$ cat src/rtl/refpwr_pkg.sv
package refpwr_pkg;

    typedef enum logic [2:0] {
        ST_SETTLE,
        ST_ON,
        ST_OFF_ALL,
        ST_OFF_BUF,
        ST_EXTREF
    } pwr_state_e;

    localparam logic [1:0] PD_ON   = 2'b00;
    localparam logic [1:0] PD_FULL = 2'b01;
    localparam logic [1:0] PD_BUF  = 2'b10;
    localparam logic [1:0] PD_EXT  = 2'b11;

    // Target state of a chip-select release (T_APPLY)
    function automatic pwr_state_e apply_code(input logic [1:0] code, input logic ref_valid);
        pwr_state_e t;
        unique case (code)
            PD_ON:   t = ref_valid ? ST_ON : ST_SETTLE;
            PD_FULL: t = ST_OFF_ALL;
            PD_BUF:  t = ref_valid ? ST_OFF_BUF : ST_SETTLE;
            default: t = ST_EXTREF;
        endcase
        return t;
    endfunction

endpackage

$ cat src/rtl/refpwr_sync.sv
module refpwr_sync #(
    parameter int           W       = 2,
    parameter logic [W-1:0] RST_VAL = '0
) (
    input  logic         clk,
    input  logic         rst_n,
    input  logic [W-1:0] async_i,
    output logic [W-1:0] rise_o,
    output logic [W-1:0] fall_o
);
    logic [W-1:0] meta_q, sync_q, prev_q;

    for (genvar i = 0; i < W; i++) begin : g_bit
        always_ff @(posedge clk or negedge rst_n) begin
            if (!rst_n) begin
                meta_q[i] <= RST_VAL[i];
                sync_q[i] <= RST_VAL[i];
                prev_q[i] <= RST_VAL[i];
            end else begin
                meta_q[i] <= async_i[i];
                sync_q[i] <= meta_q[i];
                prev_q[i] <= sync_q[i];
            end
        end
        assign rise_o[i] = sync_q[i] & ~prev_q[i];
        assign fall_o[i] = ~sync_q[i] & prev_q[i];
    end
endmodule

$ cat src/rtl/refpwr_timer.sv
module refpwr_timer #(
    parameter int CYCLES = 50
) (
    input  logic clk,
    input  logic rst_n,
    input  logic run_i,
    output logic done_o
);
    localparam int CW = $clog2(CYCLES + 1);
    localparam logic [CW-1:0] LAST = CW'(CYCLES - 1);

    logic [CW-1:0] cnt_q;

    always_ff @(posedge clk or negedge rst_n) begin
        if (!rst_n)
            cnt_q <= '0;
        else if (!run_i)
            cnt_q <= '0;
        else if (cnt_q != LAST)
            cnt_q <= cnt_q + 1'b1;
    end

    assign done_o = run_i && (cnt_q == LAST);
endmodule

$ cat src/rtl/refpwr_fsm.sv
module refpwr_fsm
    import refpwr_pkg::*;
(
    input  logic       clk,
    input  logic       rst_n,
    input  logic [1:0] pd_mode_i,
    input  logic       dsp_sel_i,
    input  logic       cs_rise_i,
    input  logic       cs_fall_i,
    input  logic       fr_rise_i,
    input  logic       fr_fall_i,
    input  logic       tmr_done_i,
    output logic       settling_o,
    output logic       ref_en_o,
    output logic       buf_en_o,
    output logic       ready_o
);
    pwr_state_e state_q, state_d, target;
    logic wake_full, wake_buf;

    assign wake_full = dsp_sel_i ? fr_fall_i : cs_fall_i;
    assign wake_buf  = dsp_sel_i ? fr_rise_i : cs_fall_i;

    always_ff @(posedge clk or negedge rst_n) begin
        if (!rst_n) state_q <= ST_SETTLE;
        else        state_q <= state_d;
    end

    always_comb begin
        state_d = state_q;
        target  = apply_code(pd_mode_i, (state_q == ST_ON) || (state_q == ST_OFF_BUF));
        unique case (state_q)
            ST_SETTLE: begin
                if (cs_rise_i)
                    state_d = (target == ST_SETTLE && tmr_done_i) ? ST_ON : target;
                else if (tmr_done_i)
                    state_d = ST_ON;                        // T_SETTLED
            end
            ST_ON: if (cs_rise_i) state_d = target;         // T_APPLY
            ST_OFF_ALL: begin
                if (wake_full)      state_d = ST_SETTLE;    // T_WAKE_FULL
                else if (cs_rise_i) state_d = target;
            end
            ST_OFF_BUF: begin
                if (wake_buf)       state_d = ST_ON;        // T_WAKE_BUF
                else if (cs_rise_i) state_d = target;
            end
            ST_EXTREF: if (cs_rise_i) state_d = target;
            default: state_d = ST_SETTLE;
        endcase
    end

    always_comb begin
        settling_o = 1'b0;
        ref_en_o   = 1'b0;
        buf_en_o   = 1'b0;
        ready_o    = 1'b0;
        unique case (state_q)
            ST_SETTLE:  begin ref_en_o = 1'b1; buf_en_o = 1'b1; settling_o = 1'b1; end
            ST_ON:      begin ref_en_o = 1'b1; buf_en_o = 1'b1; ready_o = 1'b1; end
            ST_OFF_ALL: ;
            ST_OFF_BUF: ref_en_o = 1'b1;
            ST_EXTREF:  ready_o = 1'b1;
            default: ;
        endcase
    end
endmodule

$ cat src/rtl/refpwr_ctrl.sv
module refpwr_ctrl #(
    parameter int CLK_HZ    = 50_000_000,
    parameter int SETTLE_US = 5000
) (
    input  logic       clk,
    input  logic       rst_n,
    input  logic [1:0] pd_mode_i,
    input  logic       cs_n_i,
    input  logic       frame_i,
    input  logic       dsp_sel_i,
    output logic       ref_en_o,
    output logic       buf_en_o,
    output logic       ready_o
);
    localparam int SETTLE_CYC = (CLK_HZ / 1_000_000) * SETTLE_US;

    logic [1:0] rise_v, fall_v;
    logic cs_rise, cs_fall, fr_rise, fr_fall;
    logic settling, tmr_done;

    // bit 0: chip select (idle high), bit 1: frame (idle low)
    refpwr_sync #(.W(2), .RST_VAL(2'b01)) u_sync (
        .clk(clk), .rst_n(rst_n),
        .async_i({frame_i, cs_n_i}),
        .rise_o(rise_v), .fall_o(fall_v)
    );

    assign cs_rise = rise_v[0];
    assign cs_fall = fall_v[0];
    assign fr_rise = rise_v[1];
    assign fr_fall = fall_v[1];

    refpwr_timer #(.CYCLES(SETTLE_CYC)) u_timer (
        .clk(clk), .rst_n(rst_n), .run_i(settling), .done_o(tmr_done)
    );

    refpwr_fsm u_fsm (
        .clk(clk), .rst_n(rst_n),
        .pd_mode_i(pd_mode_i), .dsp_sel_i(dsp_sel_i),
        .cs_rise_i(cs_rise), .cs_fall_i(cs_fall),
        .fr_rise_i(fr_rise), .fr_fall_i(fr_fall),
        .tmr_done_i(tmr_done), .settling_o(settling),
        .ref_en_o(ref_en_o), .buf_en_o(buf_en_o), .ready_o(ready_o)
    );
endmodule

$ cat config.mk
export PLATFORM = sky130hd
export DESIGN_NAME = refpwr_ctrl
export DESIGN_NICKNAME = d
export VERILOG_FILES = /design/src/rtl/refpwr_pkg.sv /design/src/rtl/refpwr_sync.sv /design/src/rtl/refpwr_timer.sv /design/src/rtl/refpwr_fsm.sv /design/src/rtl/refpwr_ctrl.sv
export SDC_FILE = /design/constraint.sdc
export NUM_CORES = 1
export LEC_CHECK = 0
export CORE_MARGIN = 10
export CORE_UTILIZATION = 57
export DETAILED_ROUTE_END_ITERATION = 8
export PLACE_DENSITY = 0.79
export SLEW_MARGIN = 40
export SYNTH_ARGS = -nofsm -noshare
export SYNTH_HDL_FRONTEND = slang
export SYNTH_SLANG_ARGS = --single-unit
$ cat constraint.sdc
create_clock -name clk -period 2.4 [get_ports clk]
set_input_delay 0.48 -clock clk [delete_from_list [all_inputs] [get_ports clk]]
set_output_delay 0.48 -clock clk [all_outputs]
set_load 0.02 [all_outputs]
Word level (Yosys, flattened, before mapping)
Index checks and enable logic that the tools add are counted.
{ "word_totals": {"register_bits": 27, "input_bits": 7, "out_inout_bits": 3, "elab_cells": 54} }
{ "op_classes": {"n_addsub": 1, "eq_ne": 10, "mux": 18, "bitwise": 8, "reduce_logical": 9} }
{ "op_table": {"columns": ["cell", "count"], "rows": [
  ["18-bit 2-to-1 mux", 2],
  ["18-bit by 1-bit adder with 18-bit output, second input constant", 1],
  ["18-bit == test, second input constant", 1],
  ["3-bit 2-to-1 mux", 6],
  ["18-bit inequality test, second input constant", 1],
  ["3-bit case mux with 4 select lines", 1],
  ["3-bit case mux with 3 select lines", 1],
  ["1-bit 2-to-1 mux", 7],
  ["3-bit by 2-bit == test with 1-bit output, second input constant", 2],
  ["3-bit logical NOT", 2],
  ["1-bit AND", 4],
  ["1-bit inverter", 4],
  ["2-bit OR reduction", 2],
  ["3-bit by 1-bit == test with 1-bit output, second input constant", 1],
  ["3-bit == test, second input constant", 1],
  ["3-bit by 2-bit inequality test with 1-bit output, second input constant", 1],
  ["3-bit OR reduction", 1],
  ["2-bit by 1-bit == test with 1-bit output, second input constant", 1],
  ["2-bit == test, second input constant", 1],
  ["1-bit logical AND", 2],
  ["2-bit logical NOT", 1],
  ["2-bit 2-to-1 mux", 1],
  ["2-bit inequality test, second input constant", 1],
  ["1-bit logical OR", 1]
]} }

Longest topological paths before layout
Gate-level depths: netlist of the first run.
{ "depth": {"ltp_word": 9, "mapped_depth": 5, "mapped_depth_nobuf": 5} }

By module
From an unflattened synthesis of the first run, not the netlist that was laid out.
{ "hier_totals": {"hier_cells": 146, "area_unflattened_um2": 1436.4} }
{ "modules_own_cells": {"columns": ["module", "instances", "cells_per_inst", "area_each_um2", "seq_area_each_um2"], "rows": [
  ["refpwr_timer", 1, 99, 977.2, 450.4],
  ["refpwr_fsm", 1, 37, 270.3, 75.1],
  ["refpwr_sync", 1, 10, 188.9, 153.9]
]} }

Worst setup path before layout of the first run
No wires, ideal clock.
{ "synth_path": {"kind": "register to register", "from": "register u_timer.cnt_q[4]", "to": "register u_timer.cnt_q[0]", "setup_time_ps": 119, "arrival_time_ps": 1638, "required_time_ps": 2281, "slack_ps": 643, "path_stages_with_launch": 6, "n_path_buf": 1, "synth_period_minus_slack_ps": 1757, "path_cell_list": "dfrtp_1 -> buf_6 -> or4_4 -> nor4_4 -> nand2_2 -> a21bo_1"} }
{ "synth_via": {"elab_chain_cells": 2} }
{ "synth_rtl": {"columns": ["element", "line_no", "source"], "rows": [
  ["start: declaration", "refpwr_timer.sv:12", "logic [CW-1:0] cnt_q;"],
  ["start signal: assignment", "refpwr_timer.sv:20", "cnt_q <= cnt_q + 1'b1;"],
  ["18-bit inequality test", "refpwr_timer.sv:19", "else if (cnt_q != LAST)"],
  ["2-bit inequality test (no line)", null, null]
]} }
Every way passes these cells.
A chain may end at the register's enable or synchronous reset.

Worst setup path in the final report of the first run
{ "layout_path": {"from": "register u_fsm.state_q[0]", "to": "output port ready_o"} }
{ "layout_via": {"elab_chain_cells": 3, "elab_cells_between_ends": 4, "cone_classes": "eq/ne: 2; mux: 1; reduce/logical: 1"} }
{ "layout_rtl": {"columns": ["element", "line_no", "source"], "rows": [
  ["start: declaration", "refpwr_fsm.sv:18", "pwr_state_e state_q, state_d, target;"],
  ["start signal: assignment", "refpwr_fsm.sv:26", "else state_q <= state_d;"],
  ["3-bit == test or 3-bit by 1-bit == test with 1-bit output (tied branches)", "refpwr_fsm.sv:58", "unique case (state_q)"],
  ["2-bit OR reduction (no line) (*)", null, null],
  ["1-bit 2-to-1 mux (*)", "refpwr_fsm.sv:58", null],
  ["end: declaration", "refpwr_ctrl.sv:13", "output logic ready_o"]
]} }
Every way passes the cells marked *; elsewhere a longest branch is shown, timed or not.

==> results by stage, run 1 <==
Power:
- The clock network fraction of design power is 0.203.
- The net switching power is 299 uW.
- The worst vdd rail ir drop is between 0.5 and 0.6 mV.
- The cell leakage power is 0.649 nW.
- The power density over the cells is between 600 and 700 nW/um^2.
- Power comes to 966 uW.
- Of the total power, registers draw 0.589.
- The internal power is approximately 670 uW.
- Of the total power, combinational logic draws 0.209.
- The switching share of power is 0.309.

Synth:
- The async set-or-reset flop fraction in the synthesized netlist is 1.00.
- The fraction of post-synthesis cell area in the top cell type by area is 0.433.
- By area the synthesized netlist is led by sky130_fd_sc_hd__dfrtp_1 43%, sky130_fd_sc_hd__xor2_1 6.3%, sky130_fd_sc_hd__dfstp_2 5.7%, sky130_fd_sc_hd__nor2_1 4.1%, sky130_fd_sc_hd__nand4_1 3.6%.
- The most common cell in the synthesized netlist is sky130_fd_sc_hd__dfrtp_1.
- Synthesis inferred 27 register bits.
- Counting instances in the post-synthesis netlist gives the leading cell types as 24 x sky130_fd_sc_hd__dfrtp_1, 15 x sky130_fd_sc_hd__nor2_1, 12 x sky130_fd_sc_hd__nand2_1.
- Of the total synthesized cell area, the portion taken by XOR and XNOR cells is 0.0694.
- Dividing the synthesized area by the synthesized cell count gives between 9 and 10 um^2.
- The main combinational cell family by area after synthesis is simple AND/OR/NAND/NOR gates.
- Yosys printed 0 warnings.
- The multiplexer fraction of the synthesized cell area is 0.00721.
- In the synthesized netlist, the number of instances is 139.
- The sequential element share of the synthesized area is 0.490.
- The synthesized design contains 0 enable-type register cells.
- The post-synthesis net count is roughly 150.
- The simple-gate area share of the yosys netlist is 0.276.
- The netlist uses 42 different library cells.
- The complex-gate fraction of the synthesized area is 0.112.
- Of the total synthesized cell area, the portion taken by full adders, half adders and majority gates is 0.00902.
- The post-synth design cell area is 1390 um^2.
- The main flop type after synthesis is sky130_fd_sc_hd__dfrtp_1.
- The top cell type by total area after synthesis is sky130_fd_sc_hd__dfrtp_1.

Clocking:
- The count of H-tree levels built during CTS is 1.
- The clock net in this run drives a total of 27 sinks.
- The CTS tree is built.
- The clock passes through at most 2 buffers.
- After clock tree synthesis, the clock-pin slew on the worst setup and hold paths is about 150 ps.
- The tree is rooted in a sky130_fd_sc_hd__clkbuf_4.
- The latest clock arrival within the worst-skew pair is around 330 ps.
- Counting the buffers created by CTS gives 3.
- The number of setup buffers added after CTS is 0.

Floorplanning:
- Measured along the y axis, the die boundary spans between 60 and 70 um.
- The initial utilization of the core area, before any placement, comes to 0.610.
- The top-level I/O count is 10.
- The die is slightly below 70 um wide.
- The floorplan has 17 rows.
- The floorplan step defined a die boundary enclosing ~4800 um^2.
- The floorplan step defined a core boundary enclosing around 2300 um^2.

Global route:
- The pin count of the biggest net entering global routing is 28.
- For this run the aggregate overflow at the end of global routing stands at 0.
- The first global-routing pass estimated around 4700 um of wire.
- The total global-route track usage is 0.115.
- The via count of the first global-routing pass is just over 1,000.
- The initial antenna violation count is 0.

Run status:
- The run finished with clean final reports.

Timing:
- The clock skew after layout is between 10 and 15 ps.
- For the pin with the worst max-slew slack, the measured transition is a little over 700 ps.
- Headroom to the max-slew limit came out at 0.522.
- Adding up every negative setup slack in the final design gives 0 ps.
- The number of setup violations in the final report is 0.
- Timing would allow up to roughly 0.45 GHz.
- The worst hold slack after final layout is 363 ps.
- The minimum clock period is ~2200 ps.
- The minimum setup slack in the final design is 162 ps.
- The number of max-slew violations in the final report was 0.
- The number of hold-slack violations in the final timing report is 0.
- Setup repair after global routing left no endpoint under its margin.
- Dividing the final minimum period by the clock period gives 0.933.

Cells and area:
- The number of standard cells in the final layout excluding fillers is roughly 170.
- The number of nets in the final layout is around 160.
- In the final layout, the share of cells above drive strength 1 is 0.110.
- The area added between synthesis and finish is 9.20%.
- The utilization after layout is 0.666.
- The finished cells cover 1520 um^2.
- The number of antenna diodes in the final layout is 0.

Place:
- The final HPWL from detailed placement is between 1500 and 2000 um.
- Before CTS, the worst setup slack after placement is 499 ps.
- The number of placed instances with taps included is 170.
- The final RePlAce weighted congestion is ~0.95.
- Summing all placed instances gives a cell area of about 1500 um^2.
- The number of port buffers is 9.

Job:
- The number of max-cap violations is 0.

Route:
- The initial DRC count is 73.
- The detailed router used layers up to and including met4.
- The total routed wirelength is 2670 um.
- In the final routed layout, each cell accounts on average for around 15 um.
- The met2 wirelength from detailed routing is between 1000 and 1500 um.
- The count of TritonRoute iterations in the first routing pass is 4.
- The final route contains approximately 1,100 vias.
- After detailed routing, the number of vias per cell comes to just over 6.
- For this run, design rule violations remaining after detail routing come to 0.
- The detail route stage leaves a number of antenna-violating nets equal to 0.
- For this block, wires on met1 add up to between 1000 and 1500 um.
- The wire length on met3 is just under 100 um.

Setup path:
- The required time of the worst setup path is about 1900 ps.
- The slack of the worst reg-to-reg path is about 570 ps.
- In this run the worst path has a maximum fanout of 9.
- The highest cell delay on the worst timing path is 590 ps.
- The worst path arrival time is ~1800 ps.
- Traced cell by cell, the critical path runs through xor2_1 > nand2_1 > inv_1 > clkdlybuf4s50_1.
- In this run the critical register-to-register path is launched from u_timer.cnt_q[5]$_DFFE_PN0P_.
- The type of the worst setup path is register to output pin.
- The endpoint kind of the worst setup timing path is an output pin.
- The cell count of the worst reg-to-reg path is 4.
- The endpoint of the most critical register-to-register path is u_timer.cnt_q[4]$_DFFE_PN0P_.
- Among all stages on the critical path, the largest delay is contributed by sky130_fd_sc_hd__clkdlybuf4s50_1.
- The worst setup path is launched from a register.

Min path:
- The hold path startpoint is u_sync.meta_q[0]$_DFF_PN1_.
- The end of the worst hold path is u_sync.sync_q[0]$_DFF_PN1_.
- The instance count along the most critical hold path is 0.
- The kind of path behind the tightest hold check is register to register.
-- kinds of logic (layout without fill, tap and decap cells) --
logic type / Yosys count / count (layout)
compound gates: 23 / 23
simple gates: 65 / 65
xor+xnor: 11 / 11
buf+inv: 11 / 18
mux: 1 / 1
flops: 27 / 27
fa+ha+maj: 1 / 1
-- worst max-delay path: cells and delay by family (launching register included) --
| kind | cells | cell delay, ps |
|---|---|---|
| buf+inv | 2 | 650 |
| xor+xnor | 1 | 170 |
| simple gates | 1 | 100 |
| flops | 1 | 520 |
-- cell type report --
cell class              instances  area (um^2)
fillers                       177          761
inverters                       3         11.3
well taps                      28         35.0
repair buffers                 11          105
clock buffers                   4         26.3
flip-flops and latches         27          681
multi-input cells             101          657
-- flip-flops by register name, summed over array words and instances (netlist names) --
signal / flops
u_fsm.state_q: 3
u_timer.cnt_q: 18
u_sync.meta_q: 2
u_sync.sync_q: 2
u_sync.prev_q: 2
-- cell usage in the layout, fill, tap and decap left out, types with 2 or more instances in the layout --
cell,count
sky130_fd_sc_hd__nand2_1,12
sky130_fd_sc_hd__or4_1,2
sky130_fd_sc_hd__o211ai_1,2
sky130_fd_sc_hd__clkdlybuf4s50_1,9
sky130_fd_sc_hd__and4_1,3
sky130_fd_sc_hd__or3_1,2
sky130_fd_sc_hd__buf_4,2
sky130_fd_sc_hd__o21ai_0,4
sky130_fd_sc_hd__nand3b_1,5
sky130_fd_sc_hd__nor2b_1,2
sky130_fd_sc_hd__xor2_1,10
sky130_fd_sc_hd__a21oi_1,4
sky130_fd_sc_hd__dfstp_2,3
sky130_fd_sc_hd__nor2_1,15
sky130_fd_sc_hd__and2_1,2
sky130_fd_sc_hd__inv_1,3
sky130_fd_sc_hd__clkbuf_4,3
sky130_fd_sc_hd__dfrtp_1,23
sky130_fd_sc_hd__a31oi_1,3
sky130_fd_sc_hd__o31ai_1,3
sky130_fd_sc_hd__nand3_1,4
sky130_fd_sc_hd__nand4_1,8
-- power by group through the flow --
stage | logic [mW] | registers [mW] | clock network [mW]
finish | 0.202 | 0.569 | 0.196
global route | 0.223 | 0.579 | 0.216
CTS | 0.202 | 0.565 | 0.197
detailed placement | 0.200 | 0.573 | 0
global placement | 0.191 | 0.569 | 0
floorplan | 0.153 | 0.556 | 0
-- worst max path at each step --
stage,end,slack (ps),depth (start not counted),start
2_1_floorplan,u_timer.cnt_q[0]$_DFFE_PN0P_,640,5,u_timer.cnt_q[4]$_DFFE_PN0P_
5_1_grt,ready_o,30,4,u_fsm.state_q[0]$_DFFE_PN0P_
3_5_place_dp,ready_o,500,4,u_fsm.state_q[2]$_DFFE_PN0P_
4_1_cts,ready_o,130,4,u_fsm.state_q[2]$_DFFE_PN0P_
6_report,ready_o,160,4,u_fsm.state_q[0]$_DFFE_PN0P_
3_3_place_gp,ready_o,550,4,u_fsm.state_q[2]$_DFFE_PN0P_
-- layer usage --
| metal | up-vias | global-route usage |
|---|---|---|
| met1 | 518 | 0.143 |
| li1 | 513 | - |
| met2 | 22 | 0.180 |
| met5 | - | 0 |
| met4 | 0 | 0.0510 |
| met3 | 5 | 0.0314 |
-- timing repair --
action,in CTS,in global routing
setup endpoints to repair,0,1
gates resized for setup,0,1
hold buffers,0,0
(Power assumes the default switching activity.)
==> inputs of run 2 (changes only) <==
--- a/config.mk
+++ b/config.mk
@@ -6,9 +6,10 @@
 export NUM_CORES = 1
 export LEC_CHECK = 0
 export CORE_MARGIN = 10
-export CORE_UTILIZATION = 57
+export CORE_UTILIZATION = 61
 export DETAILED_ROUTE_END_ITERATION = 8
-export PLACE_DENSITY = 0.79
+export DONT_BUFFER_PORTS = 1
+export PLACE_DENSITY = 0.78
 export SLEW_MARGIN = 40
 export SYNTH_ARGS = -nofsm -noshare
 export SYNTH_HDL_FRONTEND = slang
==> constraint.sdc (replaced) <==
create_clock -name clk -period 2.2 [get_ports clk]
set_input_delay 0.44 -clock clk [delete_from_list [all_inputs] [get_ports clk]]
set_output_delay 0.44 -clock clk [all_outputs]
set_load 0.02 [all_outputs]
==> run 2 against run 1 <==
Die area down 4.7%. Via count down 5.6%. Clock skew down 13 ps. Design area down 4.5%. Sequential share of layout area up 2.1 points. First-iteration DRC count up 25%. Power up 4.7%. Core utilization down 0.56 points. Clock power up 3%. Global-route usage up 0.63 points. Highest routed layer unchanged.
==> results by stage, run 2 (synthesis gave the netlist of run 1 again) <==
Min path:
- The kind of path behind the tightest hold check is input pin to register.
- In this run the most critical hold path is launched from cs_n_i.

Route:
- After detailed routing, the average wire length per cell comes to roughly 15 um.
- The count of TritonRoute iterations in the first routing pass is 4.
- The average via count per standard cell is about 6.
- The number of nets with antenna violations after detailed routing is 0.
- The via total after detailed routing is around 1,000.
- The post-detailed-route DRC marker count is 0.
- The detailed router finished its first iteration with just over 90 violations.
- The final layout contains routed wiring with a total length of 2470 um.

Cells and area:
- The number of nets in the final layout is around 150.
- The multi-input combinational cells in the finished layout cover a total of between 600 and 700 um^2.
- The post-route cell area is 1450 um^2.
- In the layout the commonest cells are 24 x sky130_fd_sc_hd__dfrtp_1, 15 x sky130_fd_sc_hd__nor2_1, 12 x sky130_fd_sc_hd__nand2_1, 10 x sky130_fd_sc_hd__xor2_1, 8 x sky130_fd_sc_hd__nand4_1.
- The area added between synthesis and finish is 4.24%.
- The ratio of cells with drive above 1 in the final layout is 0.109.
- The total of fill cells in the finished design is approximately 170.
- The utilization after layout is 0.660.
- The largest registers in the layout are u_timer.cnt_q (18), u_fsm.state_q (3).
- The register ranked first by flip-flop count is u_timer.cnt_q.
- The antenna diode count is 0.
- The combined flip-flop and latch cell area is slightly below 700 um^2.
- The most common cell after layout, fill and taps aside is sky130_fd_sc_hd__dfrtp_1.
- Leaving out filler cells and counting taps, the final layout contains 166.
- The flip-flop count of the largest register, all copies and words added is 18.

Power:
- Summed over all cells, the static leakage comes to between 0.6 and 0.7 nW.
- Dividing total power by cell area gives a power density of between 600 and 700 nW/um^2.
- The switching share of power is 0.299.
- Across the VDD grid, the largest voltage drop is between 0.5 and 0.6 mV.
- The net switching power is 302 uW.
- The internal power is around 700 uW.
- The portion of total power attributed to sequential cells is 0.618.
- Power comes to 1.01 mW.
- The share of total power dissipated in combinational logic is 0.182.
- Of the total power, the clock network draws 0.200.

Floorplanning:
- The floorplan step defined a die boundary enclosing between 4000 and 5000 um^2.
- The die is between 60 and 70 um tall.
- The floorplan has 17 rows.
- 10 I/O pins were placed.
- The initial utilization of the core area, before any placement, comes to 0.633.
- The chip width is 67.7 um.
- In this run the standard cell core region covers roughly 2200 um^2.

Setup path:
- The worst path arrival time is approximately 2100 ps.
- The biggest fanout along the worst timing path is 9.
- The critical-path cell with the highest stage delay is sky130_fd_sc_hd__or4_4.
- The type of the worst setup path is register to register.
- Walking the worst path, the cells encountered are or4_4 > nor4_4 > nand2_2 > a211oi_2.
- The type of element launching the critical path is a register.
- For this run, the slowest stage of the critical path takes roughly 580 ps.
- The worst setup path startpoint is u_timer.cnt_q[4]$_DFFE_PN0P_.
- The buffer and inverter count on the worst path is 0.
- The endpoint kind of the worst setup timing path is a register.
- The startpoint identified for the worst register-to-register timing path is u_timer.cnt_q[4]$_DFFE_PN0P_.
- The required time of the worst setup path is around 2400 ps.
- Broken down by cell family, the worst path's largest delay share belongs to simple AND/OR/NAND/NOR gates.

Timing:
- The total negative slack is 0 ps.
- The minimum setup slack in the final design is ~370 ps.
- The worst slew margin relative to its limit is 0.510.
- The part of the cycle the worst path needs is 0.831.
- The number of hold-slack violations in the final timing report came to 0.
- The number of max-slew violations in the final report is 0.
- The minimum clock period is between 1500 and 2000 ps.
- The number of setup violations in the final report is 0.
- The transition time at the pin with the least slew margin is approximately 730 ps.
- The worst hold slack after final layout is ~110 ps.
- On the final layout, the worst clock skew is 2.22 ps.
- Setup repair after global routing left no endpoint under its margin.
- Static timing analysis puts the maximum clock frequency at between 0.5 and 0.6 GHz.

Global route:
- The initial antenna violation count is 0.
- For this run, the total global-route usage over all layers was measured as 0.122.
- For this run, global-route usage on met3 was measured as 0.0314.
- In the global route stage, met2 resource usage came out at 0.192.
- The overall overflow remaining after global route is 0.
- For this run, global-route usage on met1 was measured as 0.150.
- The peak-usage layer in the global routing report is met2.
- The first global-routing pass estimated ~4400 um of wire.
- The pin count of the biggest net entering global routing is 28.
- The via count of the first global-routing pass is roughly 960.

Clocking:
- CTS built an H-tree with a depth of 1.
- The tree is rooted in a sky130_fd_sc_hd__clkbuf_4.
- The number of clock sinks is 27.
- The latest clock arrival within the worst-skew pair is ~310 ps.
- The clock transition at the registers of the reported paths is roughly 130 ps.
- The number of setup buffers added after CTS is 0.
- The number of clock buffers inserted by TritonCTS is 3.
- In this run the deepest clock path goes through 2 buffers.
- The CTS tree is built.

Place:
- The worst-case setup slack after placement is between 300 and 400 ps.
- The number of port buffers is 0.
- The number of placed instances with taps included is 160.
- The final RePlAce weighted congestion is approximately 0.79.
- The final HPWL from detailed placement is about 1800 um.
- Once placement finished, the instance area stood at approximately 1400 um^2.

Run status:
- The flow ran to the end, and the final reports show no timing, DRC or antenna violations.

Job:
- The number of max-cap violations is 0.
[run 2: cell types whose count changed in the layout (fill, tap and decap cells not counted)]
cell	change
sky130_fd_sc_hd__clkdlybuf4s50_1	-9
sky130_fd_sc_hd__buf_12	+1
sky130_fd_sc_hd__buf_4	-1
sky130_fd_sc_hd__dfrtp_1	+1
sky130_fd_sc_hd__dfrtp_2	-1
sky130_fd_sc_hd__dlygate4sd3_1	+1
[run 2: worst paths after layout]
path,endpoint,slack [ps],cells after the start
worst max-delay path,u_timer.cnt_q[3]$_DFFE_PN0P_,370,4
min in group asynchronous,u_fsm.state_q[1]$_DFFE_PN0P_,540,2
max in group asynchronous,u_sync.meta_q[0]$_DFF_PN1_,1440,2
worst min-delay path,u_sync.meta_q[0]$_DFF_PN1_,110,0
worst min register to register,u_sync.sync_q[1]$_DFF_PN0_,370,0
worst max register to register,u_timer.cnt_q[3]$_DFFE_PN0P_,370,4
[run 2: layer usage]
metal,part of all wire,vias up,wire length (um)
li1,-,496,-
met1,0.47,478,1160
met2,0.46,20,1150
met3,0.047,5,115
met4,0.017,0,42
met5,0,-,0
[run 2: final cells by class]
type | count | area share
Clock buffer | 4 | 0.0182
Inverter | 3 | 0.00779
Multi-Input combinational cell | 101 | 0.454
Sequential cell | 27 | 0.470
Tap cell | 28 | 0.0242
Timing Repair Buffer | 3 | 0.0260
[run 2: timing repair]
| item | 4_1_cts | 5_1_grt |
|---|---|---|
| hold buffers | 2 | 0 |
| gates resized for setup | 0 | 0 |
| endpoints found under the hold margin | 27 | 0 |
[run 2: worst reg2reg max path, cell delays in order (launching register included)]
cell	delay, ps
sky130_fd_sc_hd__dfrtp_1	490
sky130_fd_sc_hd__or4_4	580
sky130_fd_sc_hd__nor4_4	350
sky130_fd_sc_hd__nand2_2	140
sky130_fd_sc_hd__a211oi_2	200
[run 2: power by group through the flow]
stage	combinational (mW)	clock [mW]	sequential [mW]
after floorplan	0.167	0	0.606
after global placement	0.162	0	0.628
after CTS	0.188	0.215	0.624
final	0.184	0.202	0.625
after detailed placement	0.173	0	0.634
after global routing	0.207	0.229	0.634
==> inputs of run 3 (changes only) <==
==> constraint.sdc (replaced) <==
create_clock -name clk -period 1.8 [get_ports clk]
set_input_delay 0.36 -clock clk [delete_from_list [all_inputs] [get_ports clk]]
set_output_delay 0.36 -clock clk [all_outputs]
set_load 0.02 [all_outputs]
==> run 3 against run 2 <==
Global-route usage is 1.5 points higher. Register-to-register slack worse by 330 ps. Wire length is 14% higher. Largest power group unchanged. Design area is 6.1% higher. Power is 32% higher. Sequential share of layout area is 2.7 points lower. Non-clock buffer count is 10 higher. Fmax is 3.8% higher.
==> results by stage, run 3 (synthesis gave the netlist of run 1 again) <==
Cells and area:
- Of the cells placed in the final design, the portion with a size suffix greater than 1 is 0.169.
- The total of fill cells in the finished design is between 150 and 200.
- Ranked by flip-flop count, first place goes to u_timer.cnt_q.
- The post-route cell area is about 1500 um^2.
- Measured on the finished design, the core utilization comes to 0.700.
- From synthesis to final layout, the design area changed by 10.5%.
- The library cell used most frequently in the layout, excluding fill and tap cells, is sky130_fd_sc_hd__dfrtp_1.
- For this run, the post-layout net count is 157.
- The antenna diode count is 0.
- The largest registers in the layout are u_timer.cnt_q (18), u_fsm.state_q (3).
- Leaving out fill and tap cells, the most frequent cells in the layout are 24 x sky130_fd_sc_hd__dfrtp_1, 15 x sky130_fd_sc_hd__nor2_1, 12 x sky130_fd_sc_hd__nand2_1, 10 x sky130_fd_sc_hd__xor2_1, 9 x sky130_fd_sc_hd__buf_4.
- The number of standard cells in the final layout excluding fillers is about 180.
- The register with the most flip-flops in the layout has 18 of them.

Setup path:
- The highest cell delay on the worst timing path is between 500 and 600 ps.
- Of all nets on the critical path, the largest fanout is 4.
- At the worst endpoint, the required time is around 2000 ps.
- The startpoint of the worst-slack reg-to-reg timing path is u_timer.cnt_q[8]$_DFFE_PN0P_.
- The critical path goes through or4_4 > nor4_4 > nand2_2 > a21bo_1.
- STA classifies the critical path startpoint as a register.
- Counting both buffers and inverters, the worst setup path holds a total of 0.
- Across all register-to-register paths, the minimum setup slack is approximately 37 ps.
- STA puts the critical path data arrival time at about 2000 ps.
- The worst register-to-register path ends at u_timer.cnt_q[0]$_DFFE_PN0P_.
- The worst setup path is captured at a register.
- The category of cells accounting for the largest share of critical-path delay is simple AND/OR/NAND/NOR gates.
- For the worst flop-to-flop path, the logic depth is 4.
- By startpoint and endpoint, the worst setup path is classified as register to register.
- The critical-path cell with the highest stage delay is sky130_fd_sc_hd__or4_4.

Floorplanning:
- From left edge to right edge, the die measures 67.7 um.
- From bottom edge to top edge, the die measures slightly below 70 um.
- The initial utilization of the core area, before any placement, comes to 0.633.
- The number of placement rows is 17.
- In this run the standard cell core region covers around 2200 um^2.
- The die footprint is 4580 um^2.
- 10 I/O pins were placed.

Global route:
- The via count of the first global-routing pass is between 1,000 and 1,500.
- The initial antenna violation count came to 0.
- The overall overflow remaining after global route is 0.
- In the global route stage, overall resource usage came out at 0.136.
- The pin count of the biggest net entering global routing is 28.
- The first-pass GRT wire length is 4880 um.

Route:
- The via total after detailed routing is ~1,100.
- The final layout contains routed wiring with a total length of around 2800 um.
- The number of nets with antenna violations after detailed routing is 0.
- Using the TritonRoute via totals, the vias-per-cell ratio works out to approximately 6.1.
- In the routed design, unresolved DRC markers number 0.
- The detailed router finished its first iteration with 93 violations.
- The routed length per placed instance is 15.9 um.
- For this run, the detailed router's first-pass iteration total came to 4.

Timing:
- Static timing analysis puts the maximum clock frequency at ~0.57 GHz.
- The worst hold slack after final layout is about 190 ps.
- For the pin with the worst max-slew slack, the measured transition is a little over 500 ps.
- The number of max-slew violations in the final report is 0.
- Setup repair after global routing could not meet its margin everywhere.
- Measured against its own limit, the worst slew margin works out to 0.661.
- The clock arrives with between 9 and 10 ps of skew.
- Dividing the final minimum period by the clock period gives 0.979.
- For the finished layout, the period the worst path requires is ~1800 ps.
- The number of hold-slack violations in the final timing report is 0.
- The number of setup violations in the final report is 0.

Clocking:
- The number of clock buffers inserted by TritonCTS is 3.
- For the worst-skew pair, the clock arrives at the later sink with an insertion delay of between 300 and 400 ps.
- TritonCTS built the clock tree.
- The count of H-tree levels built during CTS is 1.
- The maximum root-to-sink buffer count is 2.
- The tree is rooted in a sky130_fd_sc_hd__clkbuf_4.
- Clock-pin slew was measured on the worst setup and hold paths at ~160 ps.
- The number of clock sinks is 27.

Place:
- The final HPWL from detailed placement is 2040 um.
- The congestion estimate from routability-driven global placement came to between 0.7 and 0.8.
- The number of placed instances with taps included is roughly 170.
- In this run the cell area measured after placement is around 1400 um^2.
- The number of port buffers is 0.

Power:
- IR analysis of the VDD net gives a maximum drop of between 0.6 and 0.7 mV.
- The internal portion of the total power is 914 uW.
- The clock network fraction of design power is 0.212.
- The switching share of power is 0.316.
- The share of total power dissipated in sequential elements is 0.560.
- For this design the total switching power over the nets is approximately 420 uW.
- The cell leakage power is 0.675 nW.
- The logic gate share of total power is 0.228.
- Dividing total power by cell area gives a power density of about 870 nW/um^2.

Min path:
- The kind of path behind the tightest hold check is input pin to register.
- In this run the most critical hold path is launched from pd_mode_i[1].
- For hold timing, the worst endpoint is u_fsm.state_q[2]$_DFFE_PN0P_.
- The instance count along the most critical hold path is 2.

Job:
- The tool flagged a number of max-cap violations equal to 0.

Run status:
- The run finished with clean final reports.
[run 3: per-layer routing]
metal / GRT usage / share of wire / vias to the layer above
met2: 0.230 / 0.50 / 20
met3: 0.0380 / 0.045 / 7
met1: 0.160 / 0.44 / 532
li1: - / - / 518
met4: 0.0538 / 0.021 / 0
met5: 0 / 0 / -
[run 3: how the worst max path moves through the flow]
stage	to	slack [ps]	cells past startpoint	from
final	u_timer.cnt_q[0]$_DFFE_PN0P_	40	4	u_timer.cnt_q[8]$_DFFE_PN0P_
after detailed placement	u_timer.cnt_q[0]$_DFFE_PN0P_	60	4	u_timer.cnt_q[5]$_DFFE_PN0P_
after global placement	u_timer.cnt_q[0]$_DFFE_PN0P_	110	4	u_timer.cnt_q[5]$_DFFE_PN0P_
after floorplan	u_timer.cnt_q[0]$_DFFE_PN0P_	40	5	u_timer.cnt_q[4]$_DFFE_PN0P_
after CTS	u_timer.cnt_q[0]$_DFFE_PN0P_	30	4	u_timer.cnt_q[5]$_DFFE_PN0P_
after global routing	u_timer.cnt_q[0]$_DFFE_PN0P_	-50	4	u_timer.cnt_q[4]$_DFFE_PN0P_
[run 3: timing repair]
action	4_1_cts	5_1_grt
setup buffers	0	2
hold buffers	3	1
gates resized for setup	0	1
endpoints found under the setup margin	0	5
endpoints found under the hold margin	28	1
[run 3: stage by stage]
stage	TNS, ps	power (mW)	worst slack [ps]
2_1_floorplan	0	0.945	43.0
3_3_place_gp	0	1.00	105
3_5_place_dp	0	1.02	61.6
4_1_cts	0	1.33	30.8
5_1_grt	-88.4	1.41	-53.0
6_report	0	1.34	37.3
[run 3: power by group through the flow]
stage	Sequential, mW	Combinational, mW	Clock (mW)
6_report	0.749	0.305	0.283
5_1_grt	0.761	0.334	0.311
4_1_cts	0.747	0.287	0.293
3_5_place_dp	0.757	0.266	0
3_3_place_gp	0.750	0.250	0
2_1_floorplan	0.741	0.204	0
[run 3: final cells by class]
type | instances | area [um^2] | share of cell area
Sequential cell | 27 | 679 | 0.443
Multi-Input combinational cell | 101 | 659 | 0.430
Timing Repair Buffer | 13 | 118 | 0.0767
Tap cell | 28 | 35.0 | 0.0228
Clock buffer | 3 | 22.5 | 0.0147
Inverter | 3 | 11.3 | 0.00734
Clock inverter | 1 | 8.76 | 0.00571
